<file path="config.mk">
export PLATFORM = sky130hd
export DESIGN_NAME = adc_serial_reader
export DESIGN_NICKNAME = d
export VERILOG_FILES = /design/src/rtl/adc_rd_pkg.sv /design/src/rtl/adc_rd_ctrl.sv /design/src/rtl/adc_rd_dpath.sv /design/src/rtl/adc_serial_reader.sv
export SDC_FILE = /design/constraint.sdc
export NUM_CORES = 1
export LEC_CHECK = 0
export BUFFER_PORTS_ARGS = -buffer_cell sky130_fd_sc_hd__buf_2
export CORE_MARGIN = 3
export CORE_UTILIZATION = 30
export DETAILED_ROUTE_END_ITERATION = 12
export GPL_TIMING_DRIVEN = 1
export PLACE_DENSITY = 0.56
export SKIP_LAST_GASP = 1
export SYNTH_ARGS = -nofsm -noshare
export SYNTH_HDL_FRONTEND = slang
export SYNTH_HIERARCHICAL = 1
export SYNTH_SLANG_ARGS = --single-unit
</file>
<file path="constraint.sdc">
create_clock -name clk -period 9.7 [get_ports clk]
set_input_delay 0.485 -clock clk [delete_from_list [all_inputs] [get_ports clk]]
set_output_delay 0.485 -clock clk [all_outputs]
set_load 0.01 [all_outputs]
</file>
<file path="src/rtl/adc_rd_pkg.sv">
package adc_rd_pkg;
  localparam int STB_W = 6;

  typedef enum logic [1:0] {ST_IDLE, ST_RUN, ST_GAP} rdState_t;

  typedef struct packed {
    logic             clearWord;
    logic             nullSample;
    logic             bitSample;
    logic [STB_W-1:0] bitIdx;
    logic             finish;
    logic [STB_W-1:0] nBits;
  } rdStrobe_t;
endpackage

</file>
<file path="src/rtl/adc_rd_ctrl.sv">
module adc_rd_ctrl
  import adc_rd_pkg::*;
#(
  parameter int DATA_W   = 16,
  parameter int LEAD     = 6,
  parameter int DIV_W    = 12,
  parameter int PERIOD_W = 8,
  parameter int CNT_W    = 5
) (
  input  logic                clk,
  input  logic                rstN,
  input  logic                startReq,
  input  logic                freeRun,
  input  logic [DIV_W-1:0]    halfDiv,
  input  logic [CNT_W-1:0]    bitCount,
  input  logic [PERIOD_W-1:0] framePeriod,
  output logic                csN,
  output logic                sclk,
  output rdStrobe_t           stb
);
  localparam int RISE_W = $clog2(LEAD + DATA_W + 1);
  localparam int GAP_W  = PERIOD_W + DIV_W + 1;
  localparam logic [RISE_W-1:0] LEAD_R = RISE_W'(LEAD);

  rdState_t              state;
  logic [DIV_W-1:0]      halfLat, halfCnt, halfEff;
  logic [CNT_W-1:0]      nLat, nEff;
  logic [PERIOD_W-1:0]   periodLat, frameLen, gapPer;
  logic                  freeRunLat;
  logic [RISE_W-1:0]     riseCnt, lastRise;
  logic [GAP_W-1:0]      gapCnt, gapLen;
  logic                  gapDone, halfEdge, beginFrame, riseNext;

  // effective settings sampled at frame start
  always_comb begin
    halfEff = (halfDiv == '0) ? DIV_W'(1) : halfDiv;
    if (bitCount == '0 || int'(bitCount) > DATA_W) nEff = CNT_W'(DATA_W);
    else                                           nEff = bitCount;
  end

  // gap after a frame, in system cycles
  always_comb begin
    frameLen = PERIOD_W'(LEAD) + PERIOD_W'(nLat);
    if (freeRunLat && periodLat > frameLen) gapPer = periodLat - frameLen;
    else                                    gapPer = PERIOD_W'(1);
    gapLen  = (GAP_W'(gapPer) * GAP_W'(halfLat)) << 1;
    gapDone = (gapCnt == gapLen - GAP_W'(1));
  end

  assign lastRise   = LEAD_R + RISE_W'(nLat);
  assign halfEdge   = (state == ST_RUN) && (halfCnt == halfLat - DIV_W'(1));
  assign riseNext   = halfEdge && !sclk;
  assign beginFrame = ((state == ST_IDLE) && (startReq || freeRun)) ||
                      ((state == ST_GAP) && gapDone && freeRun);

  always_comb begin
    stb            = '0;
    stb.clearWord  = beginFrame;
    stb.nullSample = riseNext && (riseCnt == LEAD_R - RISE_W'(1));
    stb.bitSample  = riseNext && (riseCnt >= LEAD_R);
    stb.bitIdx     = STB_W'(riseCnt - LEAD_R);
    stb.finish     = halfEdge && sclk && (riseCnt == lastRise);
    stb.nBits      = STB_W'(nLat);
  end

  always_ff @(posedge clk) begin
    if (!rstN) begin
      state      <= ST_IDLE;
      csN        <= 1'b1;
      sclk       <= 1'b0;
      halfLat    <= DIV_W'(1);
      nLat       <= CNT_W'(DATA_W);
      periodLat  <= '0;
      freeRunLat <= 1'b0;
      halfCnt    <= '0;
      riseCnt    <= '0;
      gapCnt     <= '0;
    end else if (beginFrame) begin
      state      <= ST_RUN;
      csN        <= 1'b0;
      sclk       <= 1'b0;
      halfLat    <= halfEff;
      nLat       <= nEff;
      periodLat  <= framePeriod;
      freeRunLat <= freeRun;
      halfCnt    <= '0;
      riseCnt    <= '0;
    end else begin
      case (state)
        ST_RUN: begin
          if (halfEdge) begin
            halfCnt <= '0;
            if (!sclk) begin
              sclk    <= 1'b1;
              riseCnt <= riseCnt + RISE_W'(1);
            end else begin
              sclk <= 1'b0;
              if (riseCnt == lastRise) begin
                csN    <= 1'b1;
                state  <= ST_GAP;
                gapCnt <= '0;
              end
            end
          end else begin
            halfCnt <= halfCnt + DIV_W'(1);
          end
        end
        ST_GAP: begin
          if (gapDone) state  <= ST_IDLE;
          else         gapCnt <= gapCnt + GAP_W'(1);
        end
        default: ;
      endcase
    end
  end

  p_clk_parked_r2: assert property (@(posedge clk) disable iff (!rstN)
    csN |-> !sclk);
  p_cs_release_on_fall_r3: assert property (@(posedge clk) disable iff (!rstN)
    $rose(csN) |-> $fell(sclk));
  p_rise_bound_r3: assert property (@(posedge clk) disable iff (!rstN)
    riseCnt <= LEAD_R + RISE_W'(DATA_W));
  p_gap_keeps_cs_high_r8: assert property (@(posedge clk) disable iff (!rstN)
    (state == ST_GAP && !gapDone) |=> csN);
endmodule

</file>
<file path="src/rtl/adc_rd_dpath.sv">
module adc_rd_dpath
  import adc_rd_pkg::*;
#(
  parameter int DATA_W = 16,
  parameter int CNT_W  = 5
) (
  input  logic              clk,
  input  logic              rstN,
  input  rdStrobe_t         stb,
  input  logic              sdIn,
  output logic              resValid,
  output logic [DATA_W-1:0] resData,
  output logic [CNT_W-1:0]  resBits,
  output logic              nullErr
);
  logic [DATA_W-1:0] word;
  logic              nullBad;
  int                pos;

  assign pos = DATA_W - 1 - int'(stb.bitIdx);

  always_ff @(posedge clk) begin
    if (!rstN) begin
      word     <= '0;
      nullBad  <= 1'b0;
      resValid <= 1'b0;
      resData  <= '0;
      resBits  <= '0;
      nullErr  <= 1'b0;
    end else begin
      resValid <= 1'b0;
      if (stb.clearWord) begin
        word    <= '0;
        nullBad <= 1'b0;
      end
      if (stb.nullSample) nullBad <= sdIn;
      if (stb.bitSample && pos >= 0 && pos < DATA_W) word[pos] <= sdIn;
      if (stb.finish) begin
        resValid <= 1'b1;
        resData  <= word;
        resBits  <= CNT_W'(stb.nBits);
        nullErr  <= nullBad;
      end
    end
  end

  function automatic logic [DATA_W-1:0] lowMask(input int n);
    logic [DATA_W-1:0] m;
    for (int i = 0; i < DATA_W; i++) m[i] = (i < DATA_W - n);
    return m;
  endfunction

  p_valid_single_r7: assert property (@(posedge clk) disable iff (!rstN)
    resValid |=> !resValid);
  p_result_held_r7: assert property (@(posedge clk) disable iff (!rstN)
    !resValid |-> ($stable(resData) && $stable(resBits) && $stable(nullErr)));
  p_bits_range_r6: assert property (@(posedge clk) disable iff (!rstN)
    resValid |-> (resBits >= CNT_W'(1) && int'(resBits) <= DATA_W));
  p_zero_fill_r4: assert property (@(posedge clk) disable iff (!rstN)
    resValid |-> ((resData & lowMask(int'(resBits))) == '0));
endmodule

</file>
<file path="src/rtl/adc_serial_reader.sv">
module adc_serial_reader
  import adc_rd_pkg::*;
#(
  parameter int DATA_W      = 16,
  parameter int SAMPLE_CLKS = 5,
  parameter int DIV_W       = 12,
  parameter int PERIOD_W    = 8,
  localparam int CNT_W      = $clog2(DATA_W + 1)
) (
  input  logic                clk,
  input  logic                rstN,
  input  logic                startReq,
  input  logic                freeRun,
  input  logic [DIV_W-1:0]    halfDiv,
  input  logic [CNT_W-1:0]    bitCount,
  input  logic [PERIOD_W-1:0] framePeriod,
  input  logic                sdIn,
  output logic                csN,
  output logic                sclk,
  output logic                resValid,
  output logic [DATA_W-1:0]   resData,
  output logic [CNT_W-1:0]    resBits,
  output logic                nullErr
);
  localparam int LEAD = SAMPLE_CLKS + 1;

  rdStrobe_t stb;

  adc_rd_ctrl #(
    .DATA_W(DATA_W), .LEAD(LEAD), .DIV_W(DIV_W),
    .PERIOD_W(PERIOD_W), .CNT_W(CNT_W)
  ) uCtrl (
    .clk(clk), .rstN(rstN), .startReq(startReq), .freeRun(freeRun),
    .halfDiv(halfDiv), .bitCount(bitCount), .framePeriod(framePeriod),
    .csN(csN), .sclk(sclk), .stb(stb)
  );

  adc_rd_dpath #(.DATA_W(DATA_W), .CNT_W(CNT_W)) uDpath (
    .clk(clk), .rstN(rstN), .stb(stb), .sdIn(sdIn),
    .resValid(resValid), .resData(resData), .resBits(resBits), .nullErr(nullErr)
  );
endmodule

</file>
# After elaboration in Yosys (flattened, before gate mapping)
# Cells that the tools add are included.
[totals]
regBits = 108
output_inout_bits = 25
[classes]
n_addsub = 10
mul = 1
magnitude_cmp = 7
eq_ne = 15
n_mux = 30
bitwise_logic = 3
n_reduce_logical = 34
[op_table]
columns = ["operator", "n"]
rows = [
  ["$mux W21", 4],
  ["$ge A32 B1 Y1 const B", 2],
  ["$lt A32 B6 Y1 const B", 2],
  ["$mux W16", 3],
  ["$pmux W21 S2", 1],
  ["$mux W12", 2],
  ["$add A21 B1 Y21 const B", 1],
  ["$eq A21 B21 Y1", 1],
  ["$sub A21 B1 Y21 const B", 1],
  ["$mul A8 B12 Y20", 1],
  ["$bwmux W16", 1],
  ["$logic_and A1 B1 Y1", 13],
  ["$add A12 B1 Y12 const B", 1],
  ["$eq A12 B12 Y1", 1],
  ["$logic_not A12 Y1", 1],
  ["$reduce_bool A2 Y1", 6],
  ["$sub A12 B1 Y12 const B", 1],
  ["$mux W1", 11],
  ["$reduce_and A5 Y1", 2],
  ["$ne A3 B1 Y1 const B", 3],
  ["$gt A8 B8 Y1", 1],
  ["$mux W2", 4],
  ["$mux W8", 1],
  ["$sub A8 B8 Y8", 1],
  ["28 further kinds", 35],
]

# Depth between registers and ports, before layout
# Gate-level depths: netlist of the first run.
[logic_depth]
depth_word = 14
depth_mapped = 39
mapped_depth_nobuf = 33

# Modules after synthesis
# Netlist of the first run, hierarchy kept.
[by_module_without_submodules]
columns = ["module", "instances", "cells_per_inst", "area_each_um2", "seq_area_each_um2"]
rows = [
  ["adc_rd_ctrl", 1, 1053, 8359.3, 1361.3],
  ["adc_rd_dpath", 1, 155, 1625.3, 800.8],
]

# Worst setup path before layout of the first run
# Ideal clock, no wire load.
[synth_path]
path_type = "flip-flop to flip-flop"
startpoint = "reg uCtrl.nLat[1]"
endpoint = "reg uDpath.word[0]"
arrival_ns = 8.409
required_time_ns = 9.568
setup_slack_ns = 1.158
stages_incl_launch_ff = 38
path_buffers = 5
synth_period_minus_slack_ns = 8.542
path_cell_list = "dfxtp_1 inv_1 ha_1 ha_1 o21ai_0 nand2b_1 a21o_1 a21o_1 a211oi_1 xnor2_1 nor2_1 and2_1 fa_1 inv_1 fa_1 fa_1 fa_1 inv_1 [2 not listed] a21oi_4 o211a_1 o221ai_2 o21bai_1 or3b_4 or3_4 or3_4 xnor2_2 or3b_1 o21a_1 buf_4 inv_2 buf_2 buf_4 nor2b_1 buf_2 nand2_1 mux2i_1"
[synth_between]
elab_chain_cells = 14
word_cells_on_any_way = 15
cone_classes = "add/sub: 3; mul: 1; order compare: 1; eq/ne: 1; mux: 5; reduce/logical: 4"
[synth_lines]
columns = ["element", "line", "rtl"]
rows = [
  ["start: declaration", "adc_rd_ctrl.sv:27", "logic [CNT_W-1:0] nLat, nEff;"],
  ["start signal: assignment", "adc_rd_ctrl.sv:72", "nLat <= CNT_W'(DATA_W);"],
  ["start signal: assignment", "adc_rd_ctrl.sv:83", "nLat <= nEff;"],
  ["$add A3 B5 Y6 (*)", "adc_rd_ctrl.sv:43", "frameLen = PERIOD_W'(LEAD) + PERIOD_W'(nLat);"],
  ["$gt A8 B8 Y1", "adc_rd_ctrl.sv:44", "if (freeRunLat && periodLat > frameLen) gapPer = periodLat - frameLen;"],
  ["$logic_and A1 B1 Y1", "adc_rd_ctrl.sv:44", ""],
  ["$mux W8 (*)", "adc_rd_ctrl.sv:44", ""],
  ["$mul A8 B12 Y20 (*)", "adc_rd_ctrl.sv:46", "gapLen = (GAP_W'(gapPer) * GAP_W'(halfLat)) << 1;"],
  ["$sub A21 B1 Y21 (*)", "adc_rd_ctrl.sv:47", "gapDone = (gapCnt == gapLen - GAP_W'(1));"],
  ["$eq A21 B21 Y1 (*)", "adc_rd_ctrl.sv:47", ""],
  ["$logic_and A1 B1 Y1 (*) (2 in series)", "adc_rd_ctrl.sv:54", "((state == ST_GAP) && gapDone && freeRun);"],
  ["$logic_or A1 B1 Y1 (*)", "adc_rd_ctrl.sv:53", "assign beginFrame = ((state == ST_IDLE) && (startReq || freeRun)) ||"],
  ["named net uCtrl.beginFrame", "adc_rd_ctrl.sv:32", "logic gapDone, halfEdge, beginFrame, riseNext;"],
  ["$mux W16 (*)", "adc_rd_dpath.sv:32", "if (stb.clearWord) begin"],
  ["$mux W16 (*)", "adc_rd_dpath.sv:23", "if (!rstN) begin"],
  ["$bwmux W16", "adc_rd_dpath.sv:37", "if (stb.bitSample && pos >= 0 && pos < DATA_W) word[pos] <= sdIn;"],
  ["$mux W16 (*)", "adc_rd_dpath.sv:37", ""],
  ["end signal: indexed assignment", "adc_rd_dpath.sv:37", ""],
  ["end: declaration", "adc_rd_dpath.sv:16", "logic [DATA_W-1:0] word;"],
]
# Mark *: on every way through the listed nets, which the timed path passes. The rest lies on a longest branch. The select of a mux whose other input is x is not followed.
# A chain may end at the register's enable or synchronous reset.

# Final worst setup path of the first run
[layout_path]
startpoint = "reg uCtrl.nLat[1]"
endpoint = "reg uCtrl.nLat[4]"
[layout_between]
elab_chain_cells = 10
word_cells_on_any_way = 11
cone_classes = "add/sub: 3; mul: 1; order compare: 1; eq/ne: 1; mux: 1; reduce/logical: 4"
[layout_lines]
columns = ["element", "line"]
rows = [
  ["$add A3 B5 Y6 (*)", "adc_rd_ctrl.sv:43"],
  ["$gt A8 B8 Y1", "adc_rd_ctrl.sv:44"],
  ["$logic_and A1 B1 Y1", "adc_rd_ctrl.sv:44"],
  ["$mux W8 (*)", "adc_rd_ctrl.sv:44"],
  ["$mul A8 B12 Y20 (*)", "adc_rd_ctrl.sv:46"],
  ["$sub A21 B1 Y21 (*)", "adc_rd_ctrl.sv:47"],
  ["$eq A21 B21 Y1 (*)", "adc_rd_ctrl.sv:47"],
  ["$logic_and A1 B1 Y1 (*) (2 in series)", "adc_rd_ctrl.sv:54"],
  ["$logic_or A1 B1 Y1 (*)", "adc_rd_ctrl.sv:53"],
]
# Mark *: on every way between the ends. The rest lies on a longest branch, timed or not.

==> results of run 1 <==
## metal layers
metal / routed length [µm] / GRT usage, % / up-vias
met1: 11820 / 18.91 / 4011
met5: 0 / 0 / -
li1: - / - / 4171
met4: 248 / 2.492 / 0
met3: 804 / 2.084 / 17
met2: 11370 / 23.93 / 135
## cell usage in the layout, fill, tap and decap left out, types with 31 or more instances in the layout
cell       n
nor2_1    52
xor2_1    31
mux2i_1   64
buf_2     54
ha_1      56
nor2b_1   41
and2_1    44
nor3_1    41
xnor2_1   36
a21oi_1   38
fa_1      61
inv_1    100
dfxtp_1  108
nand3_1   33
nand2_1  150
## area by class of cell
| type | count | area [µm²] |
|---|---|---|
| clock buffer | 9 | 225.2 |
| clock inverter | 7 | 91.34 |
| fill | 3425 | 21740 |
| inverter | 103 | 386.6 |
| multi-input combinational | 924 | 7101 |
| sequential | 108 | 2162 |
| tap | 442 | 553.0 |
| timing repair buffer | 66 | 360.3 |
## path summary, 6_finish.rpt
| path | startpoint | endpoint | slack, ns | cells past startpoint |
|---|---|---|---|---|
| setup / recovery | uCtrl/nLat[1] | uCtrl/nLat[4] | 0.77 | 31 |
| hold / removal | framePeriod[2] | uCtrl/periodLat[2] | 0.37 | 3 |
| setup reg to reg | uCtrl/nLat[1] | uCtrl/nLat[4] | 0.77 | 31 |
| hold reg to reg | uDpath/word[4] | uDpath/word[4] | 0.46 | 2 |
## stage by stage
stage | std cells | power, mW | util (%)
2_1_floorplan | 1206 | 0.7375 | -
3_3_place_gp | 1643 | 0.8049 | 32.35
3_5_place_dp | 1643 | 0.8085 | 32.35
4_1_cts | 1659 | 1.192 | 33.32
5_1_grt | 1659 | 1.254 | 33.35
6_report | 1659 | 1.177 | 33.35
## worst max-delay path, delay by kind of cell, from the launching register on
family                   cells  cell delay [ns]
adder cells (fa/ha/maj)      7             3.10
AND/OR/NAND/NOR              8             1.80
flip-flops                   1             0.42
AO/OA/AOI/OAI                7             1.65
XOR/XNOR                     3             0.63
buffers and inverters        5             0.82
multiplexers                 1             0.38
## flip-flops by register name, indices dropped and copies added (netlist names), 2 cells and up
signal / cells
uCtrl/gapCnt: 21
uCtrl/halfCnt: 12
uCtrl/halfLat: 12
uCtrl/nLat: 5
uCtrl/periodLat: 8
uCtrl/riseCnt: 5
uCtrl/state: 2
uDpath/resBits: 5
uDpath/resData: 16
uDpath/word: 16
## report_power, final
part           total (mW)  switching [mW]  internal, mW
Clock               0.378           0.193         0.186
Combinational       0.322           0.190         0.133
Sequential          0.476          0.0232         0.453
Total                1.18           0.406         0.771
==> reports/results.txt, run 1 <==
Status -> completed
Clk_lat worst skew -> 0.36 ns
WL final -> 24,240 µm
Area Overhead vs Synth -> 9.083%
Placer's final routability congestion estimate -> 0.8378
Crit path capture type -> flop
Cts hold-fix bufs -> 0
Post-Syn Instances -> 1,206
Clk root buf -> clkbuf_16
Max frequency -> 112.0 MHz
Setup Crit Path Kind -> reg2reg
H-tree depth -> 3
MaxCap Viol Count -> 0
Worst Tran Pin Value -> 1.213 ns
# DRC -> 0
Initial antenna violation count -> 0
Hpwl dp -> 18,830 µm
Slew HR -> 18.48%
CP max FO -> 26
Pre-CTS setup slack -> 0.1806 ns
# nets final -> 1,359
Final min period -> 8.932 ns
Syn Nets -> 1,353
Mapped Avg Cell Area -> 8.270 µm²
Die H -> 188.3 µm
Die span in x -> 188.3 µm
Bufs on Longest Clock Path -> 2
CP Launch Type -> flop
Design Area, Final -> 10,880 µm²
Final hold violations -> 0
Netlist Area Pre-Place -> 9973 µm²
Slowest CP cell -> fa_1
Vias in the first global route -> 8,393
Top Ports -> 55
Power Dens Cells -> 108.2 nW/µm²
Fraction of layout cells with a size suffix above 1 -> 8.463%
Final ANT Viol Nets -> 0
Antenna cell count -> 0
First-pass GRT wire length -> 41,930 µm
I/O Buffers -> 54
Final worst path period share -> 92.08%
# clock sinks -> 108
Vias -> 8,334
Total Routing Usage GR -> 13.96%
Largest net degree at the start of global routing -> 81
TritonCTS buffer count -> 9
CTS tree -> done
Initial core utilization -> 30.58%
Clock skew -> 0.01455 ns
Core area -> 32,620 µm²
Hold WC Path Type -> in2reg
# rows -> 66
First-pass DRT Iterations -> 5
Synth warn -> 6
Drt initial violations -> 471
Placed Area -> 10,550 µm²
Worst Path Arrival -> 9.19 ns
GRT overflow -> 0
Critical Path RT -> 9.95 ns
Max Slew Vio Count -> 0
PostCTS Resize Cnt -> 0
Die ar. -> 35,470 µm²
Vias per inst -> 5.024
Final Setup Violations -> 0
Hold slack -> 0.3710 ns
Crit-path most repeated cell -> fa_1
Drt wl/cell -> 14.61 µm
Unrepaired setup endpoints after global routing -> no
Leak -> 4.499 nW
Worst Setup Slack, final -> 0.7682 ns
TNS Setup -> 0 ns
Worst IR drop on VDD -> 79.67 µV
Critical path's largest stage delay -> 0.54 ns
Clock-pin slew on the worst setup and hold paths -> 0.08 ns
Post-CTS Setup Repair Bufs -> 0
No activity file was read; power rests on OpenSTA's default activity.
==> inputs of run 2 (changes only) <==
CORE_MARGIN = 5   (was 3)
==> run 2 against run 1 <==
  * Clock-buffer cell count is the same
  * Final cell count is essentially flat
  * Sequential power hardly changed
  * Critical endpoint unchanged
  * Global-route usage is 0.54 points lower
  * Utilization down 0.12 points
  * Clock power rose by 2%
  * Cell area shrank 0.11%
  * Non-clock buffer count decreased by 1
  * Die area grew 4.3%
  * Worst hold slack got worse by 0.012 ns
==> reports/results.txt, run 2 (synthesis results as in run 1) <==
Status -> completed
Switching part of the total -> 34.78% (+0.30 points)
Final ANT Viol Nets -> 0 (unchanged)
Core area -> 32,700 µm² (+0.25%)
Vias in the first global route -> 8,305 (-1.0%)
Antenna cell count -> 0 (unchanged)
Worst IR drop on VDD -> 75.16 µV (-5.7%)
Cts hold-fix bufs -> 0 (unchanged)
Gate power share -> 27.1% (-0.3 points)
Clk pwr share -> 32.5% (+0.3 points)
Critical path's largest stage delay -> 0.54 ns (about the same)
# DRC -> 0 (unchanged)
Die span in x -> 192.3 µm (+2.1%)
Die ar. -> 36,990 µm² (+4.3%)
Max FFs per register -> 21 (unchanged)
Crit path capture type -> flop
Vias -> 8,344 (+0.12%)
Initial core utilization -> 30.50% (-0.077 points)
Clock-pin slew on the worst setup and hold paths -> 0.08 ns (about the same)
First-pass DRT Iterations -> 5 (unchanged)
Crit-path most repeated cell -> fa_1
Setup Crit Path Kind -> reg2reg
MaxCap Viol Count -> 0 (unchanged)
Slowest CP cell -> fa_1
Unrepaired setup endpoints after global routing -> no
Fill count -> 3,502 (+2.2%)
Max Slew Vio Count -> 0 (unchanged)
Critical Path RT -> 9.97 ns (+0.02 ns)
Final worst path period share -> 92.64% (+0.56 points)
Leak -> 4.494 nW (about the same)
Clk_lat worst skew -> 0.37 ns (about the same)
GRT overflow -> 0 (unchanged)
Bufs on Longest Clock Path -> 2 (unchanged)
Die H -> 192.3 µm (+2.1%)
Cell Int Power -> 771.1 µW (about the same)
Worst Tran Pin Value -> 1.094 ns (-0.1197 ns)
Commonest non-fill, non-tap cell in the layout -> nand2_1
Initial antenna violation count -> 0 (unchanged)
Vias per inst -> 5.033 (+0.18%)
Power Dens Cells -> 108.8 nW/µm² (+0.55%)
CTS tree -> done
Area Overhead vs Synth -> 8.958%
First-pass GRT wire length -> 41,280 µm (-1.6%)
# clock sinks -> 108 (unchanged)
Placed cell count -> 1,642 (-0.061%)
CP max FO -> 26 (unchanged)
# nets final -> 1,358 (-0.074%)
Drt initial violations -> 471 (unchanged)
Hpwl dp -> 18,840 µm (about the same)
Worst r2r dst -> uCtrl/nLat[4]
# rows -> 66 (unchanged)
CP Launch Type -> flop
Commonest cells after routing, fill and taps aside -> nand2_1 (150), dfxtp_1 (108), inv_1 (100)
Final Setup Violations -> 0 (unchanged)
H-tree depth -> 3 (unchanged)
R2R Setup Slk -> 0.71 ns (-0.05 ns)
PostCTS Resize Cnt -> 0 (unchanged)
Worst Path Arrival -> 9.25 ns (+0.06 ns)
Hold WC Path Type -> in2reg
Drt wl/cell -> 14.80 µm (+1.3%)
Max frequency -> 111.3 MHz (-0.60%)
Reg with most FFs -> uCtrl/gapCnt
Placer's final routability congestion estimate -> 0.8333 (-0.54%)
Crit. Startpoint -> uCtrl/nLat[1]
Total Routing Usage GR -> 13.41% (-0.54 points)
Largest net degree at the start of global routing -> 81 (unchanged)
Final min period -> 8.986 ns (+0.05410 ns)
Worst setup path end -> uCtrl/nLat[4]
NetSw -> 411.2 µW (+1.3%)
TNS Setup -> 0 ns (unchanged)
Reg2Reg Depth -> 30 (-3.2%)
Clock skew -> 0.01177 ns (-0.002785 ns)
I/O Buffers -> 54 (unchanged)
Reg2reg start -> uCtrl/nLat[1]
Slew HR -> 26.52% (+8.0 points)
TritonCTS buffer count -> 9 (unchanged)
Largest regs -> uCtrl/gapCnt: 21 flops, uDpath/resData: 16 flops, uDpath/word: 16 flops
WL final -> 24,540 µm (+1.2%)
Final hold violations -> 0 (unchanged)
Post-CTS Setup Repair Bufs -> 0 (unchanged)
Clk root buf -> clkbuf_16
Top Ports -> 55 (unchanged)
Fraction of layout cells with a size suffix above 1 -> 8.306% (-0.16 points)
Final Non-Filler Cells -> 1,658 (-0.060%)
Sequential power share -> 40.3% (-0.2 points)
==> run 2: final cells by class <==
class	count	area (µm²)	area share, %
Sequential cell	108	2162	19.90
Timing Repair Buffer	65	352.8	3.247
Clock inverter	7	88.84	0.8175
Inverter	103	386.6	3.558
Tap cell	442	553.0	5.089
Multi-Input combinational cell	924	7098	65.32
Clock buffer	9	225.2	2.073
==> run 2: power by group through the flow <==
stage,Combinational (mW),Clock (mW),Sequential (mW)
after floorplan,0.265,0,0.472
after global placement,0.317,0,0.487
after detailed placement,0.321,0,0.487
after CTS,0.322,0.397,0.477
after global routing,0.363,0.413,0.480
final,0.321,0.385,0.477
==> run 2: per-stage QoR <==
stage,util [%],instance area [µm²],power [mW],setup slack [ns],hold WS (ns)
floorplan,-,9973,0.7375,1.158,0.4380
global placement,32.25,10550,0.8042,0.4726,0.4495
detailed placement,32.25,10550,0.8083,0.1998,0.4599
CTS,33.21,10860,1.196,0.1712,0.3399
global route,33.23,10870,1.256,0.02308,0.3558
finish,33.23,10870,1.182,0.7141,0.3586
==> run 2: metal layers <==
metal	vias to the layer above	GRT usage, %	routed length (µm)
li1	4173	-	-
met4	0	3.099	316
met1	4022	17.61	11850
met2	130	23.03	11540
met3	19	2.370	835
met5	-	0	0
==> run 2: critical path, delay by kind of cell, from the launching register on <==
family,cells,cell delay [ns]
multiplexers,1,0.39
XOR/XNOR,2,0.42
AND/OR/NAND/NOR,8,2.42
flip-flops,1,0.42
buffers and inverters,4,0.67
AO/OA/AOI/OAI,8,1.55
adder cells (fa/ha/maj),7,3.00
==> run 2: worst min-delay path by stage <==
stage	cells after the start	slack, ns	endpoint	start
2_1_floorplan	2	0.44	uCtrl/periodLat[0]	uCtrl/periodLat[0]
3_3_place_gp	2	0.45	uCtrl/periodLat[0]	uCtrl/periodLat[0]
3_5_place_dp	2	0.46	uDpath/word[13]	uDpath/word[13]
4_1_cts	3	0.34	uCtrl/periodLat[3]	framePeriod[3]
5_1_grt	3	0.36	uCtrl/periodLat[3]	framePeriod[3]
6_report	3	0.36	uCtrl/periodLat[3]	framePeriod[3]
